==> src/rtl/wdg_pkg.sv <==
package wdg_pkg;

  localparam logic [7:0] CTRL_ADDR   = 8'h14;
  localparam logic [7:0] VER_ADDR    = 8'h1C;
  localparam logic [7:0] STAT_ADDR   = 8'h20;

  localparam int unsigned EN_BIT     = 7;
  localparam int unsigned TMO_LSB    = 8;
  localparam int unsigned TMO_W      = 4;
  localparam int unsigned CAUSE_BIT  = 31;

  // a programmed timeout of zero seconds behaves as one second
  function automatic logic [TMO_W-1:0] eff_limit(input logic [TMO_W-1:0] field);
    return (field == '0) ? TMO_W'(1) : field;
  endfunction

  // true when the elapsed-second count reaches the limit on this tick
  function automatic logic limit_hit(input logic [TMO_W-1:0] elapsed,
                                     input logic [TMO_W-1:0] limit);
    return ({1'b0, elapsed} + (TMO_W+1)'(1)) >= {1'b0, limit};
  endfunction

endpackage

==> src/rtl/wdg_timebase.sv <==
module wdg_timebase
  import wdg_pkg::*;
#(
  parameter int unsigned TICK_CYCLES = 50_000_000
) (
  input  logic             clk,
  input  logic             rst_n,
  input  logic             enable,
  input  logic             kick,
  input  logic [TMO_W-1:0] limit,
  output logic             tick,
  output logic             expire
);

  localparam int unsigned PRESC_W = (TICK_CYCLES > 1) ? $clog2(TICK_CYCLES) : 1;
  localparam logic [PRESC_W-1:0] PRESC_LAST = PRESC_W'(TICK_CYCLES - 1);

  logic [PRESC_W-1:0] presc_q;
  logic [TMO_W-1:0]   secs_q;
  logic               restart;

  assign tick    = enable && !kick && (presc_q == PRESC_LAST);
  assign expire  = tick && limit_hit(secs_q, eff_limit(limit));
  assign restart = !enable || kick || expire;

  always_ff @(posedge clk or negedge rst_n) begin
    if (!rst_n) begin
      presc_q <= '0;
      secs_q  <= '0;
    end else if (restart) begin
      presc_q <= '0;
      secs_q  <= '0;
    end else if (tick) begin
      presc_q <= '0;
      secs_q  <= secs_q + TMO_W'(1);
    end else begin
      presc_q <= presc_q + PRESC_W'(1);
    end
  end

  assert_kick_restarts_R3: assert property (@(posedge clk) disable iff (!rst_n)
    kick |=> (presc_q == '0 && secs_q == '0));

  assert_idle_no_expire_R10: assert property (@(posedge clk) disable iff (!rst_n)
    !enable |-> !expire);

  assert_presc_bounded_R4: assert property (@(posedge clk) disable iff (!rst_n)
    presc_q <= PRESC_LAST);

endmodule

==> src/rtl/wdg_regs.sv <==
module wdg_regs
  import wdg_pkg::*;
#(
  parameter logic [15:0] FW_VERSION = 16'h0001
) (
  input  logic             clk,
  input  logic             rst_n,
  input  logic             por_n,
  input  logic             bus_wr,
  input  logic             bus_rd,
  input  logic [7:0]       bus_addr,
  input  logic [31:0]      bus_wdata,
  input  logic             expire,
  output logic [31:0]      bus_rdata,
  output logic             enable,
  output logic [TMO_W-1:0] limit,
  output logic             kick
);

  logic [31:0] ctrl_q;
  logic        cause_q;
  logic        stat_wr;
  logic        cause_clr;

  assign kick      = bus_wr && (bus_addr == CTRL_ADDR);
  assign stat_wr   = bus_wr && (bus_addr == STAT_ADDR);
  assign cause_clr = stat_wr && bus_wdata[CAUSE_BIT];
  assign enable    = ctrl_q[EN_BIT];
  assign limit     = ctrl_q[TMO_LSB +: TMO_W];

  // enable bit can only be set by software; the rest is plain storage
  always_ff @(posedge clk or negedge rst_n) begin
    if (!rst_n) begin
      ctrl_q <= '0;
    end else if (kick) begin
      ctrl_q <= bus_wdata | (ctrl_q & (32'd1 << EN_BIT));
    end
  end

  // reset-cause flag lives in the power-on domain
  always_ff @(posedge clk or negedge por_n) begin
    if (!por_n) begin
      cause_q <= 1'b0;
    end else if (expire) begin
      cause_q <= 1'b1;
    end else if (cause_clr) begin
      cause_q <= 1'b0;
    end
  end

  always_comb begin
    bus_rdata = '0;
    if (bus_rd) begin
      case (bus_addr)
        CTRL_ADDR: bus_rdata = ctrl_q;
        VER_ADDR:  bus_rdata = {16'h0000, FW_VERSION};
        STAT_ADDR: bus_rdata = {cause_q, 31'd0};
        default:   bus_rdata = '0;
      endcase
    end
  end

  assert_enable_locked_R2: assert property (@(posedge clk) disable iff (!rst_n)
    enable |=> enable);

  assert_ctrl_only_on_write_R9: assert property (@(posedge clk) disable iff (!rst_n)
    !kick |=> $stable(ctrl_q));

  assert_cause_set_R7: assert property (@(posedge clk) disable iff (!por_n)
    expire |=> cause_q);

  assert_cause_holds_R7: assert property (@(posedge clk) disable iff (!por_n)
    (cause_q && !cause_clr) |=> cause_q);

endmodule

==> src/rtl/wdg_pulse.sv <==
module wdg_pulse #(
  parameter int unsigned RST_CYCLES = 16
) (
  input  logic clk,
  input  logic por_n,
  input  logic expire,
  output logic rst_req
);

  localparam int unsigned CNT_W = $clog2(RST_CYCLES + 1);

  logic [CNT_W-1:0] cnt_q;

  always_ff @(posedge clk or negedge por_n) begin
    if (!por_n) begin
      cnt_q <= '0;
    end else if (expire) begin
      cnt_q <= CNT_W'(RST_CYCLES);
    end else if (cnt_q != '0) begin
      cnt_q <= cnt_q - CNT_W'(1);
    end
  end

  assign rst_req = (cnt_q != '0);

  assert_pulse_starts_R6: assert property (@(posedge clk) disable iff (!por_n)
    expire |=> rst_req);

  assert_pulse_cause_R6: assert property (@(posedge clk) disable iff (!por_n)
    $rose(rst_req) |-> $past(expire));

endmodule

==> src/rtl/sec_watchdog.sv <==
module sec_watchdog
  import wdg_pkg::*;
#(
  parameter int unsigned TICK_CYCLES = 50_000_000,
  parameter int unsigned RST_CYCLES  = 16,
  parameter logic [15:0] FW_VERSION  = 16'h0001
) (
  input  logic        clk,
  input  logic        rst_n,
  input  logic        por_n,
  input  logic        bus_wr,
  input  logic        bus_rd,
  input  logic [7:0]  bus_addr,
  input  logic [31:0] bus_wdata,
  output logic [31:0] bus_rdata,
  output logic        wdt_rst_req
);

  logic             enable;
  logic             kick;
  logic             tick;
  logic             expire;
  logic [TMO_W-1:0] limit;

  wdg_regs #(.FW_VERSION(FW_VERSION)) u_regs (
    .clk       (clk),
    .rst_n     (rst_n),
    .por_n     (por_n),
    .bus_wr    (bus_wr),
    .bus_rd    (bus_rd),
    .bus_addr  (bus_addr),
    .bus_wdata (bus_wdata),
    .expire    (expire),
    .bus_rdata (bus_rdata),
    .enable    (enable),
    .limit     (limit),
    .kick      (kick)
  );

  wdg_timebase #(.TICK_CYCLES(TICK_CYCLES)) u_timebase (
    .clk    (clk),
    .rst_n  (rst_n),
    .enable (enable),
    .kick   (kick),
    .limit  (limit),
    .tick   (tick),
    .expire (expire)
  );

  wdg_pulse #(.RST_CYCLES(RST_CYCLES)) u_pulse (
    .clk     (clk),
    .por_n   (por_n),
    .expire  (expire),
    .rst_req (wdt_rst_req)
  );

  assert_expire_on_tick_R4: assert property (@(posedge clk) disable iff (!rst_n)
    expire |-> tick);

endmodule

==> config.mk <==
export PLATFORM = sky130hd
export DESIGN_NAME = sec_watchdog
export DESIGN_NICKNAME = d
export VERILOG_FILES = /design/src/rtl/wdg_pkg.sv /design/src/rtl/wdg_timebase.sv /design/src/rtl/wdg_regs.sv /design/src/rtl/wdg_pulse.sv /design/src/rtl/sec_watchdog.sv
export SDC_FILE = /design/constraint.sdc
export NUM_CORES = 1
export LEC_CHECK = 0
export BUFFER_PORTS_ARGS = -buffer_cell sky130_fd_sc_hd__buf_2
export CORE_ASPECT_RATIO = 1.1
export CORE_MARGIN = 3
export CORE_UTILIZATION = 50
export CTS_BUF_LIST = sky130_fd_sc_hd__clkbuf_8
export DETAILED_ROUTE_END_ITERATION = 8
export PLACE_DENSITY = 0.75
export SYNTH_ARGS = -nofsm -noshare
export SYNTH_HDL_FRONTEND = slang
export SYNTH_SLANG_ARGS = --single-unit
==> constraint.sdc <==
create_clock -name clk -period 2.6 [get_ports clk]
set_input_delay 0.52 -clock clk [delete_from_list [all_inputs] [get_ports clk]]
set_output_delay 0.52 -clock clk [all_outputs]
set_load 0.03 [all_outputs]
**After elaboration in Yosys (flattened, before gate mapping)**

Cells that the tools add are included.

- Add/sub/neg operators: 4
- Magnitude comparators: 1
- Equal/unequal tests: 4
- Muxes and demuxes: 11
- Bitwise logic cells: 1
- Reduce and logical (&&, ||, !) cells: 15

Operators by type and width:

| kind | number |
|---|---|
| case mux 32 bit (3 select lines) | 1 |
| 2-to-1 mux 26 bit | 2 |
| 2-to-1 mux 32 bit | 1 |
| bitwise OR 32 x 8 -> 32 bit | 1 |
| adder 26 x 1 -> 26 bit, second input constant | 1 |
| == test 26 bit, second input constant | 1 |
| == test 8 x 5 -> 1 bit, second input constant | 2 |
| 2-to-1 mux 4 bit | 3 |
| 2-to-1 mux 5 bit | 2 |
| == test 8 x 6 -> 1 bit, second input constant | 1 |
| logical AND 1 bit | 6 |
| nonzero test 2 bit | 3 |
| adder 4 x 1 -> 5 bit, second input constant | 1 |
| greater-or-equal comparator 5 x 4 -> 1 bit | 1 |
| nonzero test 5 bit | 1 |
| subtractor 5 x 1 -> 5 bit, second input constant | 1 |
| adder 4 x 1 -> 4 bit, second input constant | 1 |
| logical NOT 4 bit | 1 |
| logical NOT 1 bit | 2 |
| logical OR 1 bit | 2 |
| 2-to-1 mux 1 bit | 2 |

- Flip-flop bits (word level): 68
- Input port bits: 45
- Output and inout port bits: 33
- Logic and storage cells: 41

**Logic depth before layout (Yosys ltp)**

- Depth in word-level cells: 8
- Gate-level depth with buffers: 8
- Gate-level depth less buffers: 8

**Cells and area by module**

Synthesis repeated with hierarchy kept, for this count alone.

- Cell total of the unflattened synthesis: 331
- Area total of the unflattened synthesis: 3520.9 µm²

Modules (own cells, without submodules):

| module | instances | cells an instance | area an instance (µm²) | seq. area each (µm²) |
|---|---|---|---|---|
| wdg_timebase | 1 | 183 | 1694.1 | 750.7 |
| wdg_regs | 1 | 123 | 1565.3 | 825.8 |
| wdg_pulse | 1 | 25 | 261.5 | 125.1 |

**Worst setup path before layout**

No wires, ideal clock.

- Path kind: input to output
- Start point: in bus_addr[5]
- End point: out bus_rdata[0]
- Data arrival time: 1.962 ns
- Required time: 2.080 ns
- Path slack: 0.118 ns
- Stages: 3
- Path buffers: 0
- Cell sequence: nor4b_4 -> nand3_1 -> nor4_1

- Cells in the longest elaborated chain, start to end: 3
- Elaborated cells on any way between the ends: 5
- Those cells by class: eq/ne: 3; mux: 2

RTL lines:

| item | line | source |
|---|---|---|
| start, declared | sec_watchdog.sv:13 | `input logic [7:0] bus_addr,` |
| == test 8 x 6 -> 1 bit / == test 8 x 5 -> 1 bit (equally long branches) | wdg_regs.sv:54 | `case (bus_addr)` |
| case mux 32 bit (3 select lines) * | wdg_regs.sv:54 |  |
| 2-to-1 mux 32 bit * | wdg_regs.sv:53 | `if (bus_rd) begin` |
| end, declared | sec_watchdog.sv:15 | `output logic [31:0] bus_rdata,` |

Every way passes the cells marked *; elsewhere a longest branch is shown, timed or not.

**Worst setup path in the final report**

- Start point: in bus_addr[5]
- End point: out bus_rdata[29]

Same word-level chain as after synthesis.

==> out/metrics.cfg <==
[clock_network]
path_clk_slew_ns=0.07
cts_resized=0
clock_latency_ns=0.34
clock-sinks=68
cts_made_buffers=9
cts_tree=yes
cts_setup_buffers=0
cts_buffer_depth=2
cts_max_level=3
root_buffer=clkbuf_8
cts_hold_buf=1

[yosys]
synth.most_common_cell=dfrtp_1
postSynthAreaPerCell_sq_um=11.0
synth.top_cells.by_count=68 x dfrtp_1, 42 x nor2_1, 33 x and2_1
synth_cells=311
synth.area.mux_share_pct=10.2
synth.area.top_cells=dfrtp_1 50%, mux2_2 10%, and2_1 6.0%
synth-edff-count=0
synth_top_cell_by_area=dfrtp_1
synth_fa_ha_area_share_pct=2.92
synthSimpleGateAreaFrac_pct=24.7
synthArstFlopShare_pct=100
synth_top_flop_cell=dfrtp_1
syn_area_sq_um=3430
ys_ff_latch=68
synth-compound-area-share_pct=2.99
yosys.cell_types.count=42
synth-xor-area-share_pct=7.41
synth_top_family_by_area=simple AND/OR/NAND/NOR gates
synth_warnings=0
yosys.area.top_type_share_pct=49.7
syn-num-nets=364
synth_seq_area_share_pct=49.7

[setup_path]
path_class=in2out
arrival_ns=1.94
required_ns=2.08
cp_max_fo=8
reg2reg_depth=8
cp-start-kind=input port
endpoint_kind=output port

[timing]
fmax_ghz=0.406
fin_setup_tns_ns=0
finClkSkew_ns=0.00873
worst_hold_slack_ns=0.333
worstMarginPinSlew_ns=0.751
setup_violations=0
drv_slew=0
rsz0062_at_grt=false
relSlewSlack_pct=50.0
hold_viol=0
period_share_pct=94.7
worst_slack_ns=0.139
min_period_ns=2.46

[run]
drv_cap=0

[power]
p_comb_share_pct=11.8
p_leak_nw=2.15
p_seq_share_pct=52.7
p_int_mw=1.69
power.density_nw_per_um2=556
ir_drop_uv=445
power.switching_uw=601
p_clk_share_pct=35.6
switching_share_pct=26.2

[placed_design]
portBuffers=77
place.gp.congestion=0.811
place_ws_ns=0.139
hpwl_mm=4.85

[floorplanning]
initial_core_util_pct=51.7
die_area_sq_um=7880
core_sq_um=6630
dieHeight_microns=92.8
row_count=31
fp.dieW_microns=84.9
top_level_ports=78

[global_routing]
antenna_found_initial=0
grt_overflow=0
grt_use_total_pct=18.0
grt_start_max_net_pins=63
grt_pass1_vias=2540
grt_pass1_wl_mm=11.3

[routing]
vias_per_cell=5.23
wirelength_mm=6.68
post_drt_wl_per_cell_microns=13.9
drc=0
vias=2522
drt_pre_antenna_iters=4
drtIter0Drc=82
ant_nets=0

[status]
status=finished, final reports clean

[finish]
final_nets=448
n_antenna_cell=0
area_growth_pct=20.2
drive_above_1_share_pct=34.5

[hold_path]
hold_path_class=in2async

==> stage by stage <==
step	util [%]	cells	power, mW	instance area, sq um
floorplan	-	311	1.38	3430
CTS	62.1	482	2.32	4120
global placement	59.1	465	1.48	3920
detailed placement	59.1	465	1.49	3920
finish	62.1	482	2.29	4120
global route	62.1	482	2.41	4120
==> flip-flops by register name, indices dropped and copies added, names as in the netlist <==
name	count
u_pulse.cnt_q	5
u_timebase.presc_q	26
u_timebase.secs_q	4
u_regs.cause_q	1
u_regs.ctrl_q	32
==> power groups by stage <==
| stage | Clock, mW | Combinational (mW) | Sequential, mW |
|---|---|---|---|
| final | 0.814 | 0.270 | 1.21 |
| after CTS | 0.839 | 0.275 | 1.20 |
| after global placement | 0 | 0.261 | 1.22 |
| after detailed placement | 0 | 0.267 | 1.22 |
| after floorplan | 0 | 0.171 | 1.21 |
| after global routing | 0.890 | 0.306 | 1.22 |
==> worst paths after layout <==
check	startpoint	endpoint	slack [ns]
setup / recovery	bus_addr[5]	bus_rdata[29]	0.14
hold / removal	rst_n	u_regs.ctrl_q[24]	0.33
setup reg to reg	u_regs.ctrl_q[11]	u_pulse.cnt_q[4]	0.21
hold reg to reg	u_regs.ctrl_q[23]	u_regs.ctrl_q[23]	0.50
max in group asynchronous	rst_n	u_timebase.presc_q[11]	1.77
min in group clk	bus_wdata[17]	u_regs.ctrl_q[17]	0.41
==> layout make-up <==
class	count	area, sq um
fill	561	2520
inverter	8	30.0
tap	82	103
clock buffer	9	124
multi-input combinational	226	1660
sequential	68	1700
clock inverter	7	60.1
timing repair buffer	82	438
==> routing by layer <==
layer	vias up	wire, microns	global-route usage [%]
met2	58	3410	30.8
met1	1215	2850	21.8
li1	1242	-	-
met3	7	354	4.45
met4	0	69	7.12
met5	-	0	0
==> critical path: stages <==
cell     delay, ns
buf_2         0.12
nor4b_4       0.34
nand3_1       0.18
nor4_4        0.24
buf_4         0.21
and2_1        0.13
buf_2         0.19
==> logic make-up after synthesis <==
kind of cell             count (synthesis)
flip-flops                              68
buffers and inverters                   17
adder cells (fa/ha/maj)                  8
AO/OA/AOI/OAI                           14
multiplexers                            31
AND/OR/NAND/NOR                        144
XOR/XNOR                                29
==> cell usage in the layout, fill, tap and decap left out, types with 6 or more instances in the layout <==
cell / instances
nor2_1: 42
nand4_1: 7
nand2_1: 15
and2_1: 33
mux2_2: 31
clkbuf_8: 9
xnor2_1: 15
nand3_1: 14
dfrtp_1: 68
ha_1: 8
buf_2: 77
xor2_1: 14
nor4_1: 6
inv_1: 10
Note: power is estimated with default switching activity, not from simulation.
